===== config.mk =====
export PLATFORM = sky130hd
export DESIGN_NAME = chan_irq_unit
export DESIGN_NICKNAME = d
export VERILOG_FILES = /design/src/rtl/chan_irq_pkg.sv /design/src/rtl/chan_irq_prescale.sv /design/src/rtl/chan_irq_timer.sv /design/src/rtl/chan_irq_prio.sv /design/src/rtl/chan_irq_unit.sv
export SDC_FILE = /design/constraint.sdc
export NUM_CORES = 1
export LEC_CHECK = 0
export ABC_AREA = 1
export CORE_ASPECT_RATIO = 0.9
export CORE_MARGIN = 5
export CORE_UTILIZATION = 50
export DETAILED_ROUTE_END_ITERATION = 10
export PLACE_DENSITY_LB_ADDON = 0.12
export SYNTH_ARGS = -nofsm -noshare
export SYNTH_HDL_FRONTEND = slang
export SYNTH_SLANG_ARGS = --single-unit

===== constraint.sdc =====
create_clock -name clk_i -period 1.45 [get_ports clk_i]
set_input_delay 0.145 -clock clk_i [delete_from_list [all_inputs] [get_ports clk_i]]
set_output_delay 0.145 -clock clk_i [all_outputs]
set_load 0.02 [all_outputs]

===== src/rtl/chan_irq_pkg.sv =====
package chan_irq_pkg;
  localparam int NSRC = 8;
  localparam int NTMR = 5;
  localparam int DW   = 8;
  localparam int SW   = $clog2(NSRC);

  typedef enum logic [2:0] {
    SEL_MASK = 3'd0,
    SEL_CMD  = 3'd1,
    SEL_TMR1 = 3'd2,
    SEL_TMR2 = 3'd3,
    SEL_TMR3 = 3'd4,
    SEL_TMR4 = 3'd5,
    SEL_TMR5 = 3'd6
  } reg_sel_e;

  localparam int CMD_CLR   = 0;
  localparam int CMD_RST7  = 2;
  localparam int CMD_ACKEN = 3;

  // source position of each timer
  function automatic logic [SW-1:0] tmr_src(input int t);
    case (t)
      0:       return SW'(0);
      1:       return SW'(1);
      2:       return SW'(3);
      3:       return SW'(6);
      default: return SW'(7);
    endcase
  endfunction

  function automatic logic [DW-1:0] rst_code(input logic [SW-1:0] idx);
    return {2'b11, idx, 3'b111};
  endfunction
endpackage


===== src/rtl/chan_irq_prescale.sv =====
module chan_irq_prescale #(
  parameter int PRESCALE = 16
) (
  input  logic clk_i,
  input  logic rst_ni,
  output logic tick_o
);
  generate
    if (PRESCALE <= 1) begin : g_direct
      assign tick_o = 1'b1;
    end else begin : g_div
      localparam int CW = $clog2(PRESCALE);
      localparam logic [CW-1:0] LAST = CW'(PRESCALE - 1);
      logic [CW-1:0] cnt_q;
      always_ff @(posedge clk_i or negedge rst_ni) begin
        if (!rst_ni)           cnt_q <= '0;
        else if (cnt_q == LAST) cnt_q <= '0;
        else                   cnt_q <= cnt_q + 1'b1;
      end
      assign tick_o = (cnt_q == LAST);
    end
  endgenerate
endmodule


===== src/rtl/chan_irq_timer.sv =====
module chan_irq_timer #(
  parameter int W = 8
) (
  input  logic         clk_i,
  input  logic         rst_ni,
  input  logic         load_i,
  input  logic [W-1:0] load_val_i,
  input  logic         clr_i,
  input  logic         tick_i,
  input  logic         ack_i,
  output logic         req_o
);
  logic [W-1:0] cnt_q;
  logic         expire;

  assign expire = !load_i && tick_i && (cnt_q == W'(1));

  always_ff @(posedge clk_i or negedge rst_ni) begin
    if (!rst_ni) begin
      cnt_q <= '0;
      req_o <= 1'b0;
    end else if (clr_i) begin
      cnt_q <= '0;
      req_o <= 1'b0;
    end else begin
      if (load_i)                     cnt_q <= load_val_i;
      else if (tick_i && cnt_q != '0) cnt_q <= cnt_q - 1'b1;
      // a fresh expiry wins over a same-cycle acknowledge
      if (expire)     req_o <= 1'b1;
      else if (ack_i) req_o <= 1'b0;
    end
  end
endmodule


===== src/rtl/chan_irq_prio.sv =====
module chan_irq_prio
  import chan_irq_pkg::*;
(
  input  logic [NSRC-1:0] src_i,
  input  logic [NSRC-1:0] mask_i,
  output logic            pend_o,
  output logic [SW-1:0]   win_o,
  output logic [DW-1:0]   vec_o
);
  logic [NSRC-1:0] act;

  assign act    = src_i & mask_i;
  assign pend_o = |act;

  always_comb begin
    win_o = '0;
    for (int i = 0; i < NSRC; i++)
      if (act[i]) win_o = SW'(i);
  end

  assign vec_o = pend_o ? rst_code(win_o) : '0;
endmodule


===== src/rtl/chan_irq_unit.sv =====
module chan_irq_unit
  import chan_irq_pkg::*;
#(
  parameter int PRESCALE = 16
) (
  input  logic          clk_i,
  input  logic          rst_ni,
  input  logic          wr_en_i,
  input  logic [2:0]    wr_sel_i,
  input  logic [DW-1:0] wr_data_i,
  input  logic          inta_i,
  input  logic          sense_i,
  input  logic          rda_i,
  input  logic          tbe_i,
  input  logic          par7_i,
  output logic [DW-1:0] vec_o,
  output logic          pend_o,
  output logic          irq_o,
  output logic          rst7_o
);
  logic [DW-1:0]   mask_q;
  logic            acken_q;
  logic            rst7_q;
  logic            tick;
  logic            cmd_wr, cmd_clr;
  logic [NTMR-1:0] t_req;
  logic [NSRC-1:0] src;
  logic [SW-1:0]   win;
  logic            ack_hit;

  assign cmd_wr  = wr_en_i && (wr_sel_i == SEL_CMD);
  assign cmd_clr = cmd_wr && wr_data_i[CMD_CLR];

  always_ff @(posedge clk_i or negedge rst_ni) begin
    if (!rst_ni) begin
      mask_q  <= '0;
      acken_q <= 1'b0;
      rst7_q  <= 1'b0;
    end else if (wr_en_i) begin
      if (wr_sel_i == SEL_MASK) mask_q <= wr_data_i;
      if (cmd_wr) begin
        acken_q <= wr_data_i[CMD_ACKEN];
        rst7_q  <= wr_data_i[CMD_RST7];
      end
    end
  end

  chan_irq_prescale #(.PRESCALE(PRESCALE)) u_pre (
    .clk_i  (clk_i),
    .rst_ni (rst_ni),
    .tick_o (tick)
  );

  assign ack_hit = inta_i && pend_o;

  for (genvar g = 0; g < NTMR; g++) begin : g_tmr
    localparam logic [SW-1:0] SIDX = tmr_src(g);
    chan_irq_timer #(.W(DW)) u_tmr (
      .clk_i      (clk_i),
      .rst_ni     (rst_ni),
      .load_i     (wr_en_i && (wr_sel_i == 3'(SEL_TMR1 + g))),
      .load_val_i (wr_data_i),
      .clr_i      (cmd_clr),
      .tick_i     (tick),
      .ack_i      (ack_hit && (win == SIDX)),
      .req_o      (t_req[g])
    );
  end

  assign src = {t_req[4] | par7_i, t_req[3], tbe_i, rda_i,
                t_req[2], ~sense_i, t_req[1], t_req[0]};

  chan_irq_prio u_prio (
    .src_i  (src),
    .mask_i (mask_q),
    .pend_o (pend_o),
    .win_o  (win),
    .vec_o  (vec_o)
  );

  assign irq_o  = pend_o && acken_q;
  assign rst7_o = rst7_q;
endmodule


# After elaboration in Yosys (flattened, before gate mapping)
# Index checks and enable logic that the tools add are counted.
# totals
ff_bits	59
output_inout_bits	11
# op_classes
n_eq_ne	16
reduce_logical	54
n_addsub	6
mux	39
bitwise	3
# ops
op	count
2-to-1 mux 8 bit	16
== test 8 x 1 -> 1 bit, second input constant	5
nonzero test 8 bit	5
subtractor 8 x 1 -> 8 bit, second input constant	5
nonzero test 3 bit	10
logical AND 1 bit	29
2-to-1 mux 1 bit	16
== test 3 bit, second input constant	5
2-to-1 mux 3 bit	4
== test 3 x 2 -> 1 bit, second input constant	3
AND 8 bit	1
OR reduction 8 bit	1
== test 3 x 1 -> 1 bit, second input constant	2
logical NOT 3 bit	2
logical NOT 1 bit	5
adder 4 x 1 -> 4 bit, second input constant	1
== test 4 bit, second input constant	1
2-to-1 mux 2 bit	2
2-to-1 mux 4 bit	1
AND reduction 2 bit	2
inverter 1 bit	1
OR 1 bit	1

# Logic depth before layout (Yosys ltp)
# Gate-level depths: netlist (run 1).
# logic_depth
depth_word	14
ltp_mapped	11
ltp_nobuf	11

# Cells and area by module
# Synthesis (run 1) repeated with hierarchy kept, for this count alone.
# hier_totals
cells_unflattened	584
hier_area_um2	4033.9
# modules_own_cells
module	cells_each	instances	area_each_um2
chan_irq_timer	92	5	629.4
chan_irq_unit	76	1	565.5
chan_irq_prescale	17	1	168.9
chan_irq_prio	31	1	152.6

# Least setup slack after synthesis (run 1)
# Ideal clock, no wire load.
# synth_path
path_kind	flip-flop to flip-flop
start	register u_pre.g_div.cnt_q[0]
end	register g_tmr[0].u_tmr.cnt_q[7]
n_path_buf	1
required_time_ns	1.333
arrival_ns	1.455
synth_period_minus_slack_ns	1.572
setup_slack_ns	-0.122
path_stages_with_launch	11
cell_sequence	dfrtp_1 > ha_1 > nand3_1 > inv_1 > buf_2 > o21ai_0 > nand3_4 > nand2_8 > inv_2 > nand3_1 > nand2_1
# synth_between
elab_chain_len	3
# synth_lines
item	line	rtl
start, declared	chan_irq_prescale.sv:14	logic [CW-1:0] cnt_q;
start signal, assigned	chan_irq_prescale.sv:18	else cnt_q <= cnt_q + 1'b1;
== test 4 bit	chan_irq_prescale.sv:20	assign tick_o = (cnt_q == LAST);
logical AND 1 bit	chan_irq_timer.sv:27	else if (tick_i && cnt_q != '0) cnt_q <= cnt_q - 1'b1;
nonzero test 3 bit (no source line)	-	
end signal, assigned	chan_irq_timer.sv:26	if (load_i) cnt_q <= load_val_i;
end signal, assigned	chan_irq_timer.sv:27	
end, declared	chan_irq_timer.sv:13	logic [W-1:0] cnt_q;
# No other way between the ends.
# A chain may end at the register's enable or synchronous reset.

# Worst setup path after layout (run 1)
# layout_path
start	register g_tmr[1].u_tmr.req_o
end	output port vec_o[0]
# layout_between
elab_chain_len	3
# layout_lines
item	line	rtl
start, declared	chan_irq_timer.sv:11	output logic req_o
start signal, assigned	chan_irq_timer.sv:21	req_o <= 1'b0;
start signal, assigned	chan_irq_timer.sv:24	req_o <= 1'b0;
start signal, assigned	chan_irq_timer.sv:29	if (expire) req_o <= 1'b1;
AND 8 bit	chan_irq_prio.sv:12	assign act = src_i & mask_i;
OR reduction 8 bit	chan_irq_prio.sv:13	assign pend_o = |act;
2-to-1 mux 8 bit	chan_irq_prio.sv:21	assign vec_o = pend_o ? rst_code(win_o) : '0;
end, declared	chan_irq_unit.sv:16	output logic [DW-1:0] vec_o,
# No other way between the ends.

==> results of run 1 <==
[worst reg2reg max path: cells and delay by family (launching register included)]
kind / cells / cell delay, ns
buffers and inverters: 1 / 0.07
DFF: 1 / 0.42
and+or+nand+nor: 5 / 0.70
AOI/OAI and AO/OA: 2 / 0.18
[per-stage QoR]
stage / setup slack (ns) / hold slack, ns
final: -0.106 / 0.314
after global routing: -0.188 / 0.369
after CTS: -0.0668 / 0.333
after detailed placement: -0.461 / 0.179
after global placement: -0.407 / 0.177
after floorplan: -0.00841 / -0.151
[timing repair]
item                                    CTS  global route
pin swaps                                22            48
endpoints found under the setup margin   43            54
buffers inserted                          8            11
gates resized for setup                  99           133
gates cloned                              1             0
hold buffers                              1             0
endpoints found under the hold margin    59             0
[sequential cells by signal (all words and copies together), names as in the netlist]
register and flops:
acken_q 1, g_tmr.u_tmr.cnt_q 40, g_tmr.u_tmr.req_o 5, mask_q 8
rst7_o 1, u_pre.g_div.cnt_q 4
[kinds of logic (layout without fill, tap and decap cells)]
group / after synthesis / count (layout) / share of synthesized area
xor gates and xnor gates: 7 / 7 / 0.0160
and+or+nand+nor: 231 / 232 / 0.305
DFF: 59 / 59 / 0.385
buffers and inverters: 84 / 212 / 0.0944
adders and majority gates: 11 / 11 / 0.0359
muxes: 3 / 3 / 0.00882
AOI/OAI and AO/OA: 105 / 105 / 0.154
[layout make-up]
class / count / area share
inverter: 72 / 0.0506
sequential: 59 / 0.257
multi-input combinational: 358 / 0.450
timing repair buffer: 125 / 0.191
clock buffer: 11 / 0.0264
clock inverter: 4 / 0.00458
tap: 96 / 0.0209
[layer usage]
metal	GRT usage	vias to the layer above
met5	0	-
met3	0.0544	29
met4	0.0798	0
met2	0.376	125
li1	-	1928
met1	0.345	1868
[Yosys cell counts (all sizes together)]
master / n
nor3: 5
nand3: 46
o2111ai: 1
a21boi: 1
nand2: 123
ha: 11
o22ai: 29
xor2: 5
buf: 11
a31oi: 3
or2: 1
nor2: 43
mux2: 3
a21oi: 9
inv: 72
nand4: 12
dfrtp: 59
o21ai: 61
o2bb2ai: 1
nor3b: 1
xnor2: 2
clkbuf: 1
[worst max path at each step]
stage	start	to	slack (ns)	cells after the start
final	g_tmr[1].u_tmr.req_o	vec_o[0]	-0.11	5
after global routing	g_tmr[1].u_tmr.req_o	vec_o[3]	-0.19	9
after CTS	g_tmr[1].u_tmr.req_o	vec_o[3]	-0.07	9
after detailed placement	par7_i	irq_o	-0.46	6
after global placement	par7_i	pend_o	-0.41	6
after floorplan	u_pre.g_div.cnt_q[0]	g_tmr[0].u_tmr.cnt_q[7]	-0.008	10
[where the power goes]
part | leakage [nW] | total, W | internal, W | switching [W]
combinational | 1.95 | 0.00562 | 0.00268 | 0.00294
clock | 0.0912 | 0.00140 | 0.000700 | 0.000696
sequential | 0.735 | 0.00279 | 0.00226 | 0.000532
==> results.json, run 1 <==
{
  "yosysTopAreaCell": "dfrtp_1",
  "vias": 3950,
  "globalRouteTotalUtil": 0.246,
  "slowest_delay_ns": 0.40,
  "slew_violations": 0,
  "synth_area_per_cell_um2": 7.66,
  "violations": "setup timing",
  "finalCriticalPeriod_ns": 1.56,
  "yosysUniqueCellTypes": 37,
  "max_slew_margin": 0.671,
  "power_density_mw_per_mm2": 1710,
  "cap_violations": 0,
  "cp_top_family": "flip-flops",
  "dp_hpwl_mm": 7.68,
  "numCtsBuffers": 9,
  "core-area_mm2": 0.00751,
  "seq_area_mm2": 0.00148,
  "drc": 0,
  "crit_path_end_kind": "output pin",
  "total_power_w": 0.00981,
  "tns_ns": -1.10,
  "drtAntennaViolNets": 0,
  "clock-skew-final_ns": 0.00935,
  "top_layer": "met4",
  "hold_viol": 0,
  "htree_num_levels": 3,
  "path_buf_inv": 2,
  "crit_slowest_cell": "dfrtp_1",
  "grt_start_max_net_pins": 60,
  "initial_utilization": 0.510,
  "final_cell_area_mm2": 0.00574,
  "numClockSinks": 59,
  "insertion_delay_ns": 0.36,
  "grt_overflow": 0,
  "synth-seq-area-share": 0.385,
  "setup_slack_ns": -0.106,
  "synth-seq-cells": 59,
  "layout_common_cells": "nand2_1, buf_4, dfrtp_1, inv_1, nand3_1",
  "r2r_end": "g_tmr[3].u_tmr.cnt_q[1]",
  "cts_tree": "yes",
  "fmax_mhz": 643,
  "fin_cells": 725,
  "peakVddDrop_mv": 1.28,
  "wl_met2_mm": 5.59,
  "multi_input_area_mm2": 0.00258,
  "rrSetupSlack_ns": -0.04,
  "portBuffers": 29,
  "die_area_mm2": 0.00952,
  "drive_gt1_frac": 0.442,
  "drt-met1-wl_mm": 5.02,
  "nNetsFinal": 655,
  "area_delta_synth_final_pct": 49.8,
  "fp.dieH_um": 93.0,
  "fillCellCount": 507,
  "clkTransAtPathRegs_ns": 0.07,
  "post_drt_wl_per_cell_um": 16.0,
  "reg2reg_depth": 8,
  "critPathArrivalTime_ns": 1.41,
  "outcome": "complete, but fails checks",
  "cts-root-buf": "clkbuf_8",
  "path_max_fanout": 7,
  "routed_wl_mm": 11.6,
  "grt_pass1_vias": 3713,
  "die_w_um": 102,
  "drtIter0Drc": 266,
  "pin_count": 30,
  "antenna_found_initial": 0,
  "syn_area_mm2": 0.00383,
  "period_share": 1.07,
  "dr.pass1.iters": 5,
  "crit_required_ns": 1.31,
  "dpl_cell_area_mm2": 0.00478,
  "dr_wl_met3_um": 674,
  "setup.worst_path.class": "register to output pin",
  "start_kind": "register",
  "crit_chain": "nand2_2, nand4_1, inv_2, nand2_4, buf_6",
  "clock_path_buffers": 2,
  "place.gp.congestion": 0.923,
  "p_leak_nw": 2.78,
  "final_common_cell": "nand2_1",
  "vias_per_cell": 5.45,
  "rr_startpoint": "g_tmr[3].u_tmr.cnt_q[6]",
  "tightest_slew_ns": 0.493,
  "dp.cells": 690,
  "synth_area_leaders": "dfrtp_1, nand2_1, inv_1",
  "synth_nets": 530,
  "setup_viol": 18,
  "yosys_warnings": 0,
  "grt_pass1_wl_mm": 18.1,
  "hold_path.class": "primary input to asynchronous set/reset pin",
  "rows": 30,
  "synthCells": 500,
  "insertedDiodeCount": 0,
  "synth_top_area_frac": 0.385,
  "postLayoutCoreUtil": 0.765,
  "rsz0062_at_grt": "true"
}
(Power assumes the default switching activity.)
==> inputs of run 2 (changes only) <==
--- a/config.mk
+++ b/config.mk
@@ -10,6 +10,7 @@
 export CORE_MARGIN = 5
 export CORE_UTILIZATION = 50
 export DETAILED_ROUTE_END_ITERATION = 10
+export GPL_TIMING_DRIVEN = 0
 export PLACE_DENSITY_LB_ADDON = 0.12
 export SYNTH_ARGS = -nofsm -noshare
 export SYNTH_HDL_FRONTEND = slang
==> run 2 against run 1 <==
Effect of this change: the flow still finishes with violations (setup timing); clock-buffer cell count up 1; sequential power up 2%; maximum frequency down 2.2%; core utilization down 5.1 points; critical endpoint is now vec_o[1].
==> results.json, run 2 (synthesis results as in run 1) <==
{
  "setup.worst_path.class": "register to output pin",
  "antenna_found_initial": 0,
  "drtIter0Drc": 210,
  "critPathArrivalTime_ns": 1.45,
  "crit_chain": "nand2_2, nand4_1, inv_2, nand2_4, buf_4, buf_6",
  "drc": 0,
  "globalRouteTotalUtil": 0.234,
  "final_common_cell": "nand2_1",
  "htree_num_levels": 3,
  "fillCellCount": 568,
  "routed_wl_mm": 11.1,
  "p_leak_nw": 2.59,
  "grt_start_max_net_pins": 39,
  "clkTransAtPathRegs_ns": 0.07,
  "power_density_mw_per_mm2": 1730,
  "grt_pass1_vias": 3638,
  "numCtsBuffers": 9,
  "whs_ns": 0.314,
  "insertedDiodeCount": 0,
  "tns_ns": -2.12,
  "clock_path_buffers": 2,
  "slew_violations": 0,
  "max_slew_margin": 0.637,
  "top_regs": "g_tmr.u_tmr.cnt_q x40, mask_q x8, g_tmr.u_tmr.req_o x5",
  "setup_slack_ns": -0.141,
  "vias": 3823,
  "finalCriticalPeriod_ns": 1.59,
  "fmax_mhz": 629,
  "combPwrFrac": 0.542,
  "power.net_switching_w": 0.00394,
  "initial_utilization": 0.510,
  "cts-root-buf": "clkbuf_8",
  "path_max_fanout": 7,
  "nNetsFinal": 619,
  "outcome": "complete, but fails checks",
  "dr.pass1.iters": 5,
  "p_seq_frac": 0.308,
  "dp_hpwl_mm": 7.05,
  "start_kind": "register",
  "drive_gt1_frac": 0.374,
  "switching_share": 0.426,
  "rsz0062_at_grt": "true",
  "dpl_worst_slack_ns": -0.595,
  "setup_viol": 34,
  "area_delta_synth_final_pct": 39.8,
  "pwr-share-clk": 0.150,
  "numClockSinks": 59,
  "regMostFlops": "g_tmr.u_tmr.cnt_q",
  "slowest_delay_ns": 0.41,
  "clock-skew-final_ns": 0.00892,
  "drtAntennaViolNets": 0,
  "insertion_delay_ns": 0.35,
  "post_drt_wl_per_cell_um": 16.2,
  "crit_slowest_cell": "dfrtp_1",
  "p_int_w": 0.00531,
  "cap_violations": 0,
  "die_w_um": 102,
  "period_share": 1.10,
  "rows": 30,
  "grt_pass1_wl_mm": 17.3,
  "vias_per_cell": 5.54,
  "violations": "setup timing",
  "crit_path_end_kind": "output pin",
  "fp.dieH_um": 93.0,
  "layout_common_cells": "nand2_1, dfrtp_1, inv_1, buf_4, nand3_1",
  "tightest_slew_ns": 0.545,
  "place.gp.congestion": 0.878,
  "die_area_mm2": 0.00952,
  "hold_viol": 0,
  "largest_reg_flops": 40,
  "portBuffers": 29,
  "crit_required_ns": 1.31,
  "postLayoutCoreUtil": 0.714,
  "cts_tree": "yes",
  "peakVddDrop_mv": 1.12,
  "pin_count": 30,
  "hold_path.class": "primary input to asynchronous set/reset pin",
  "grt_overflow": 0,
  "core-area_mm2": 0.00751
}
[run 2: changes by cell type in the layout (fill, tap and decap cells not counted), sizes merged]
cell / change
buf: -37
clkinvlp: +1
clkdlybuf4s50: -3
clkinv: -1
dlygate4sd2: +2
clkbuf: +2
dlymetal6s2s: +1
[run 2: stage by stage]
stage | std cells | area (um^2) | power, W
floorplan | 500 | 3860 | 0.00527
global placement | 625 | 4270 | 0.00605
detailed placement | 626 | 4280 | 0.00617
CTS | 670 | 4890 | 0.00821
global route | 690 | 5360 | 0.00994
finish | 690 | 5360 | 0.00925
[run 2: power groups by stage]
stage                     clock network [W]  logic [W]  registers [W]
final                               0.00139    0.00501        0.00285
after floorplan                           0    0.00263        0.00264
after detailed placement                  0    0.00343        0.00275
after global placement                    0    0.00331        0.00273
after global routing                0.00147    0.00554        0.00292
after CTS                           0.00141    0.00402        0.00278
[run 2: critical path, delay by kind of cell (launching register included)]
kind	cells	cell delay (ns)
DFF	1	0.41
buffers and inverters	3	0.38
and+or+nand+nor	3	0.31
[run 2: timing repair]
action                                  CTS  global route
hold buffers                              1             0
endpoints found under the setup margin   56            53
pin swaps                                28            40
resized for setup                       128            81
cloned                                    1             0
buffers inserted                         26            20
endpoints found under the hold margin    21             0
[run 2: worst paths after layout]
| kind | start | end | cells after the start | slack [ns] |
|---|---|---|---|---|
| setup / recovery | g_tmr[2].u_tmr.req_o | vec_o[1] | 6 | -0.14 |
| hold / removal | rst_ni | mask_q[0] | 2 | 0.31 |
| setup reg to reg | u_pre.g_div.cnt_q[0] | g_tmr[0].u_tmr.cnt_q[5] | 10 | -0.10 |
| hold reg to reg | g_tmr[2].u_tmr.cnt_q[7] | g_tmr[2].u_tmr.cnt_q[7] | 2 | 0.47 |
| min in group clk_i | wr_en_i | acken_q | 5 | 0.37 |
| max in group asynchronous | rst_ni | g_tmr[2].u_tmr.cnt_q[7] | 3 | 0.54 |
[run 2: layout make-up]
cell class,count,area [um^2],share of cell area
multi-input combinational,358,2490,0.466
sequential,59,1480,0.276
timing repair buffer,77,699,0.131
inverter,72,285,0.0533
clock buffer,12,155,0.0290
tap,96,120,0.0224
buffer,12,101,0.0189
clock inverter,4,25.0,0.00467
[run 2: routing by layer]
layer / up-vias / global-route usage / wire, um / share of wire
li1: 1857 / - / - / -
met1: 1826 / 0.301 / 4670 / 0.42
met3: 30 / 0.0544 / 738 / 0.066
met5: - / 0 / 0 / 0
met2: 110 / 0.370 / 5300 / 0.48
met4: 0 / 0.110 / 437 / 0.039
==> inputs of run 3 (changes only) <==
--- a/config.mk
+++ b/config.mk
@@ -6,6 +6,7 @@
 export NUM_CORES = 1
 export LEC_CHECK = 0
 export ABC_AREA = 1
+export ABC_CLOCK_PERIOD_IN_PS = 1450
 export CORE_ASPECT_RATIO = 0.9
 export CORE_MARGIN = 5
 export CORE_UTILIZATION = 50
==> results of run 3 <==
The final DEF is identical to that of run 2; final timing and power are the same.
